**config.mk**
```make
export PLATFORM = sky130hd
export DESIGN_NAME = dbt_tracker
export DESIGN_NICKNAME = d
export VERILOG_FILES = /design/src/rtl/dbt_pkg.sv /design/src/rtl/dbt_cfg_check.sv /design/src/rtl/dbt_bank.sv /design/src/rtl/dbt_rank_timer.sv /design/src/rtl/dbt_tracker.sv
export SDC_FILE = /design/constraint.sdc
export NUM_CORES = 1
export LEC_CHECK = 0
export ABC_AREA = 1
export BUFFER_PORTS_ARGS = -buffer_cell sky130_fd_sc_hd__buf_2
export CAP_MARGIN = 20
export CORE_AREA = 3 3 188 327
export CTS_BUF_LIST = sky130_fd_sc_hd__clkbuf_2
export CTS_CLUSTER_SIZE = 14
export DETAILED_ROUTE_END_ITERATION = 16
export DIE_AREA = 0 0 191 330
export GPL_TIMING_DRIVEN = 1
export PLACE_DENSITY_LB_ADDON = 0.2
export REMOVE_ABC_BUFFERS = 1
export SLEW_MARGIN = 20
export SYNTH_ARGS = -nofsm -noshare
export SYNTH_HDL_FRONTEND = slang
export SYNTH_HIERARCHICAL = 1
export SYNTH_SLANG_ARGS = --single-unit
```
**constraint.sdc**
```tcl
create_clock -name clk -period 3.9 [get_ports clk]
set_input_delay 0.78 -clock clk [delete_from_list [all_inputs] [get_ports clk]]
set_output_delay 0.78 -clock clk [all_outputs]
set_load 0.005 [all_outputs]
```
**src/rtl/dbt_pkg.sv**
```systemverilog
package dbt_pkg;
  typedef enum logic [2:0] {
    CMD_NOP = 3'd0,
    CMD_ACT = 3'd1,
    CMD_RD  = 3'd2,
    CMD_WR  = 3'd3,
    CMD_PRE = 3'd4,
    CMD_REF = 3'd5
  } cmd_e;
endpackage

```
**src/rtl/dbt_cfg_check.sv**
```systemverilog
module dbt_cfg_check #(
  parameter int TW      = 6,
  parameter int MIN_GAP = 4
) (
  input  logic          clk,
  input  logic          rst,
  input  logic [TW-1:0] tcl,
  input  logic [TW-1:0] trcd,
  input  logic [TW-1:0] tras,
  input  logic [TW-1:0] trtp,
  input  logic [TW-1:0] twtr,
  output logic [TW-1:0] trtp_eff,
  output logic [TW-1:0] twtr_eff,
  output logic          bad_o
);
  localparam int SW = TW + 2;
  localparam logic [TW-1:0] FLOOR = TW'(MIN_GAP);

  logic [SW-1:0] need;

  // effective spacings never go below the floor
  assign trtp_eff = (trtp < FLOOR) ? FLOOR : trtp;
  assign twtr_eff = (twtr < FLOOR) ? FLOOR : twtr;
  assign need     = SW'(tcl) + SW'(trcd) + SW'(trtp_eff);

  always_ff @(posedge clk) begin
    if (rst) bad_o <= 1'b0;
    else     bad_o <= (SW'(tras) < need);
  end
endmodule

```
**src/rtl/dbt_bank.sv**
```systemverilog
module dbt_bank #(
  parameter int TW = 6
) (
  input  logic          clk,
  input  logic          rst,
  input  logic          do_act,
  input  logic          do_rd,
  input  logic          do_wr,
  input  logic          do_pre,
  input  logic [TW-1:0] trcd,
  input  logic [TW-1:0] tras,
  input  logic [TW-1:0] trp,
  input  logic [TW-1:0] trtp,
  input  logic [TW-1:0] twr,
  output logic          open_o,
  output logic          gate_zero_o,
  output logic          pre_zero_o
);
  logic          open_q, open_d;
  logic [TW-1:0] gate_q, gate_d;  // closed: tRP, open: tRCD
  logic [TW-1:0] pre_q, pre_d;    // max of tRAS, tRTP, tWR windows
  logic [TW-1:0] pre_dec;

  function automatic logic [TW-1:0] load_of(input logic [TW-1:0] n);
    return (n == '0) ? '0 : n - 1'b1;
  endfunction

  function automatic logic [TW-1:0] dec_of(input logic [TW-1:0] n);
    return (n == '0) ? '0 : n - 1'b1;
  endfunction

  function automatic logic [TW-1:0] max_of(input logic [TW-1:0] a, input logic [TW-1:0] b);
    return (a > b) ? a : b;
  endfunction

  assign pre_dec = dec_of(pre_q);

  always_comb begin
    open_d = open_q;
    gate_d = dec_of(gate_q);
    pre_d  = pre_dec;
    if (do_act) begin
      open_d = 1'b1;
      gate_d = load_of(trcd);
      pre_d  = load_of(tras);
    end
    if (do_pre) begin
      open_d = 1'b0;
      gate_d = load_of(trp);
    end
    if (do_rd) pre_d = max_of(pre_dec, load_of(trtp));
    if (do_wr) pre_d = max_of(pre_dec, load_of(twr));
  end

  always_ff @(posedge clk) begin
    if (rst) begin
      open_q <= 1'b0;
      gate_q <= '0;
      pre_q  <= '0;
    end else begin
      open_q <= open_d;
      gate_q <= gate_d;
      pre_q  <= pre_d;
    end
  end

  assign open_o      = open_q;
  assign gate_zero_o = (gate_q == '0);
  assign pre_zero_o  = (pre_q == '0);
endmodule

```
**src/rtl/dbt_rank_timer.sv**
```systemverilog
module dbt_rank_timer #(
  parameter int TW    = 6,
  parameter int RFC_W = 9
) (
  input  logic             clk,
  input  logic             rst,
  input  logic             do_ref,
  input  logic             do_wr,
  input  logic [RFC_W-1:0] trfc,
  input  logic [TW-1:0]    twtr,
  output logic             rfc_zero_o,
  output logic             wtr_zero_o
);
  logic [RFC_W-1:0] rfc_q;
  logic [TW-1:0]    wtr_q;

  always_ff @(posedge clk) begin
    if (rst) begin
      rfc_q <= '0;
      wtr_q <= '0;
    end else begin
      if (do_ref)             rfc_q <= (trfc == '0) ? '0 : trfc - 1'b1;
      else if (rfc_q != '0)   rfc_q <= rfc_q - 1'b1;
      if (do_wr)              wtr_q <= (twtr == '0) ? '0 : twtr - 1'b1;
      else if (wtr_q != '0)   wtr_q <= wtr_q - 1'b1;
    end
  end

  assign rfc_zero_o = (rfc_q == '0);
  assign wtr_zero_o = (wtr_q == '0);
endmodule

```
**src/rtl/dbt_tracker.sv**
```systemverilog
module dbt_tracker #(
  parameter  int NUM_BANKS = 8,
  parameter  int TW        = 6,
  parameter  int RFC_W     = 9,
  parameter  int MIN_GAP   = 4,
  localparam int BANK_W    = (NUM_BANKS > 1) ? $clog2(NUM_BANKS) : 1
) (
  input  logic                 clk,
  input  logic                 rst,
  input  logic [2:0]           cmd_i,
  input  logic [BANK_W-1:0]    bank_i,
  input  logic [TW-1:0]        cfg_tcl,
  input  logic [TW-1:0]        cfg_trcd,
  input  logic [TW-1:0]        cfg_tras,
  input  logic [TW-1:0]        cfg_trp,
  input  logic [TW-1:0]        cfg_trtp,
  input  logic [TW-1:0]        cfg_twr,
  input  logic [TW-1:0]        cfg_twtr,
  input  logic [RFC_W-1:0]     cfg_trfc,
  output logic [NUM_BANKS-1:0] may_act_o,
  output logic [NUM_BANKS-1:0] may_rw_o,
  output logic [NUM_BANKS-1:0] may_pre_o,
  output logic                 may_ref_o,
  output logic                 rank_rd_ok_o,
  output logic                 err_o,
  output logic                 cfg_bad_o
);
  import dbt_pkg::*;

  cmd_e                 cmd;
  logic [NUM_BANKS-1:0] sel, open_v, gate_zero, pre_zero;
  logic [NUM_BANKS-1:0] act_v, rd_v, wr_v, pre_v;
  logic [TW-1:0]        trtp_eff, twtr_eff;
  logic                 rfc_zero, wtr_zero;
  logic                 legal, is_cmd, err_q;
  logic                 do_ref, any_wr;

  assign cmd = cmd_e'(cmd_i);

  dbt_cfg_check #(.TW(TW), .MIN_GAP(MIN_GAP)) u_cfg (
    .clk(clk), .rst(rst),
    .tcl(cfg_tcl), .trcd(cfg_trcd), .tras(cfg_tras),
    .trtp(cfg_trtp), .twtr(cfg_twtr),
    .trtp_eff(trtp_eff), .twtr_eff(twtr_eff), .bad_o(cfg_bad_o)
  );

  for (genvar b = 0; b < NUM_BANKS; b++) begin : g_bank
    assign sel[b] = (bank_i == BANK_W'(b));

    dbt_bank #(.TW(TW)) u_bank (
      .clk(clk), .rst(rst),
      .do_act(act_v[b]), .do_rd(rd_v[b]), .do_wr(wr_v[b]), .do_pre(pre_v[b]),
      .trcd(cfg_trcd), .tras(cfg_tras), .trp(cfg_trp),
      .trtp(trtp_eff), .twr(cfg_twr),
      .open_o(open_v[b]), .gate_zero_o(gate_zero[b]), .pre_zero_o(pre_zero[b])
    );

    assign may_act_o[b] = ~open_v[b] & gate_zero[b] & rfc_zero;
    assign may_rw_o[b]  =  open_v[b] & gate_zero[b] & rfc_zero;
    assign may_pre_o[b] =  open_v[b] & pre_zero[b]  & rfc_zero;

    assign act_v[b] = sel[b] & legal & (cmd == CMD_ACT);
    assign rd_v[b]  = sel[b] & legal & (cmd == CMD_RD);
    assign wr_v[b]  = sel[b] & legal & (cmd == CMD_WR);
    assign pre_v[b] = sel[b] & legal & (cmd == CMD_PRE);
  end

  assign may_ref_o    = ~(|open_v) & (&gate_zero) & rfc_zero;
  assign rank_rd_ok_o = wtr_zero;

  always_comb begin
    is_cmd = 1'b1;
    unique case (cmd)
      CMD_ACT: legal = |(may_act_o & sel);
      CMD_RD:  legal = |(may_rw_o & sel) & wtr_zero;
      CMD_WR:  legal = |(may_rw_o & sel);
      CMD_PRE: legal = |(may_pre_o & sel);
      CMD_REF: legal = may_ref_o;
      default: begin
        legal  = 1'b0;
        is_cmd = 1'b0;
      end
    endcase
  end

  assign do_ref = legal & (cmd == CMD_REF);
  assign any_wr = |wr_v;

  dbt_rank_timer #(.TW(TW), .RFC_W(RFC_W)) u_rank (
    .clk(clk), .rst(rst),
    .do_ref(do_ref), .do_wr(any_wr),
    .trfc(cfg_trfc), .twtr(twtr_eff),
    .rfc_zero_o(rfc_zero), .wtr_zero_o(wtr_zero)
  );

  always_ff @(posedge clk) begin
    if (rst) err_q <= 1'b0;
    else     err_q <= is_cmd & ~legal;
  end

  assign err_o = err_q;
endmodule

```
==> reports/metrics.cfg <==
[run_status]
outcome=finished clean

[global_route]
grt_pass1_vias=19470
groute.layer.met2.usage_pct=41.66
grtUsageMet3_pct=1.879
grt_max_degree=34
grt-ovfl-total=0
busiest_layer=met2
grt_util_met1_pct=20.74
antenna_found_initial=4
grt.total_usage_pct=20.50
grt_first_pass_wirelength_microns=100700

[critical_path]
worstRegToRegCells=23
required_ps=3120
rrSetupSlack_ps=310
worstPathArrival_ps=2830
path_class=register to output pin
r2r-end=g_bank[6].u_bank/pre_q[2]
critical_path.max_fanout=15
critPathLaunchType=register
r2r-start=u_rank/rfc_q[1]
worstSetupEndpointType=output pin

[clock_tree]
cts_buffers=17
htree_levels=4
cts_buffer_depth=2
clockRootBuffer=clkbuf_2
cts_hold_buffers=0
cts_setup_buffers=0
clk_pin_slew_ps=240
clk_latency_ps=900
cts_sinks=121
cts_tree=done

[synthesis]
synthCells=2986
ys_types=50
yosys.area_share.simple_pct=40.38
synth-adder-area-share_pct=13.27
post-synth-top-area-cell=nand2_1
synthTopCellsByArea=nand2_1 15%, dfxtp_1 14%, ha_1 12%
ys_seq_area_share_pct=13.72
ys_ff_latch=121
syn-cell-area_sq_mm=0.01766
synth_top_family_by_area=simple AND/OR/NAND/NOR gates
synth_common_cells=726 x nand2_1, 536 x inv_1, 333 x nor2_1
yosysWarnings=6
synth_top_area_share_pct=15.43
yosysMostFrequentCell=nand2_1
synth_enable_flop_cells=0
synth.area.mux_share_pct=0
ys.flop_type=dfxtp_1
synth_compound_gate_area_share_pct=13.20
synth-xor-area-share_pct=6.448
synth_async_sr_flop_share_pct=0
syn_avg_cell_area_sq_um=5.913

[power]
p_total_w=0.01316
cellLeakagePower_nw=10.40
power_density_mw_per_mm2=662.0
irDropWorstVdd_mv=0.2965

[place]
place.gp.congestion=0.8890
place_inst=3916
place_hpwl_microns=52520
io_buffers=86
place_ws_ps=19.09

[job]
drv_cap=0

[sta]
setup_violations=0
rsz0062_at_grt=no
slew_violations=0
hold_viol_final=0
finalSetupTns_ps=0
hold_slack_ps=172.4
fin_ws_ps=294.4
fin_skew_ps=54.48
maxSlewHeadroom_pct=45.76
worst_pin_slew_ps=813.6
max_freq_mhz=277.3
finalCriticalPeriod_ps=3606
finalCritPeriodShare_pct=92.45

[detailed_routing]
num_vias=19200
drc=0
ant_nets=0
drtIter0Drc=807
firstDrtPassIters=5
finalWirelength_microns=64700
vias_per_cell=4.862
wire_per_inst_microns=16.38

[hold_path]
min_to=u_rank/rfc_q[2]
hold_start=cfg_trfc[2]
min_path_type=primary input to register
whs_path_depth=4

[die]
ios=87
die_x_microns=191
dieArea_sq_mm=0.06303
die_height_microns=330
row_count=118
start_util_pct=29.82
fp.coreArea_sq_mm=0.05920

[cells_and_area]
area_delta_synth_final_pct=12.60
layout-drive-gt1-share_pct=12.59
stdcell_count=3950
layout.nets=3398

-- final cells by class --
class                   count  area, sq um
fillers                  6855        39320
multi-input cells        2265        12980
flip-flops and latches    121         2422
inverters                 582         2185
repair buffers            169         1079
well taps                 780        975.9
clock inverters            15        150.1
clock buffers              17        85.08
diodes                      1        2.502
-- per-layer routing --
layer / up-vias / share of wire [%]
met2: 350 / 56
li1: 9896 / -
met5: - / 0.020
met3: 126 / 2.6
met4: 2 / 3.7
met1: 8829 / 38
-- logic make-up (layout without fill, tap and decap cells) --
| logic type | count (synthesis) | in the layout |
|---|---|---|
| buffers and inverters | 601 | 783 |
| AND/OR/NAND/NOR | 1567 | 1568 |
| other | 0 | 1 |
| flip-flops | 121 | 121 |
| XOR/XNOR | 130 | 130 |
| adder cells (fa/ha/maj) | 183 | 183 |
| AO/OA/AOI/OAI | 384 | 384 |
-- through the flow --
stage               instance area, sq um  util [%]
global placement                   19600     33.11
finish                             19880     33.58
detailed placement                 19600     33.11
floorplan                          17550         -
global route                       19880     33.58
CTS                                19840     33.51
-- cell usage in the layout, fill, tap and decap left out, types with 34 or more instances in the layout --
cell	netlist	layout
a21oi_1	104	104
buf_2	1	86
buf_4	0	81
dfxtp_1	121	121
ha_1	176	176
inv_1	536	536
inv_2	45	45
nand2_1	726	726
nand3_1	289	289
nand4_1	34	34
nor2_1	333	333
o21ai_0	107	107
o22ai_1	72	72
xnor2_1	51	51
xor2_1	79	79
-- flip-flops by register name, indices dropped and copies added (netlist names) --
| register | count |
|---|---|
| u_cfg/bad_o | 1 |
| u_rank/rfc_q | 9 |
| u_rank/wtr_q | 6 |
| err_o | 1 |
| g_bank.u_bank/gate_q | 48 |
| g_bank.u_bank/open_o | 8 |
| g_bank.u_bank/pre_q | 48 |
-- where the power goes --
| group | switching, W | leakage (nW) | internal [W] |
|---|---|---|---|
| sequential | 0.000343 | 1.00 | 0.00172 |
| clock | 0.000624 | 0.135 | 0.000296 |
| combinational | 0.00647 | 9.27 | 0.00371 |
| total | 0.00744 | 10.4 | 0.00572 |
-- worst max-delay path, stage by stage (launching register included) --
cell and delay, ps:
dfxtp_1 350, inv_1 70, ha_1 200, nand2_2 100, nor2_4 160, nand2_1 90
inv_1 100, buf_12 160, nand2_1 80, nor2_1 260, and3_1 220, buf_2 110
-- how the worst max path moves through the flow --
stage | startpoint | end | depth (start not counted)
CTS | u_rank/rfc_q[0] | g_bank[7].u_bank/pre_q[1] | 22
finish | u_rank/rfc_q[0] | may_ref_o | 11
detailed placement | cfg_trtp[5] | g_bank[3].u_bank/pre_q[1] | 23
global placement | cfg_trtp[5] | g_bank[4].u_bank/pre_q[3] | 22
global route | u_rank/rfc_q[1] | g_bank[6].u_bank/pre_q[1] | 23
floorplan | cfg_trtp[5] | u_cfg/bad_o | 13
-- repair_timing --
item                                    in CTS  in global routing
endpoints found under the hold margin        0                  0
gates resized for setup                      0                  7
endpoints found under the setup margin       0                 33
Note: power is estimated with default switching activity, not from simulation.
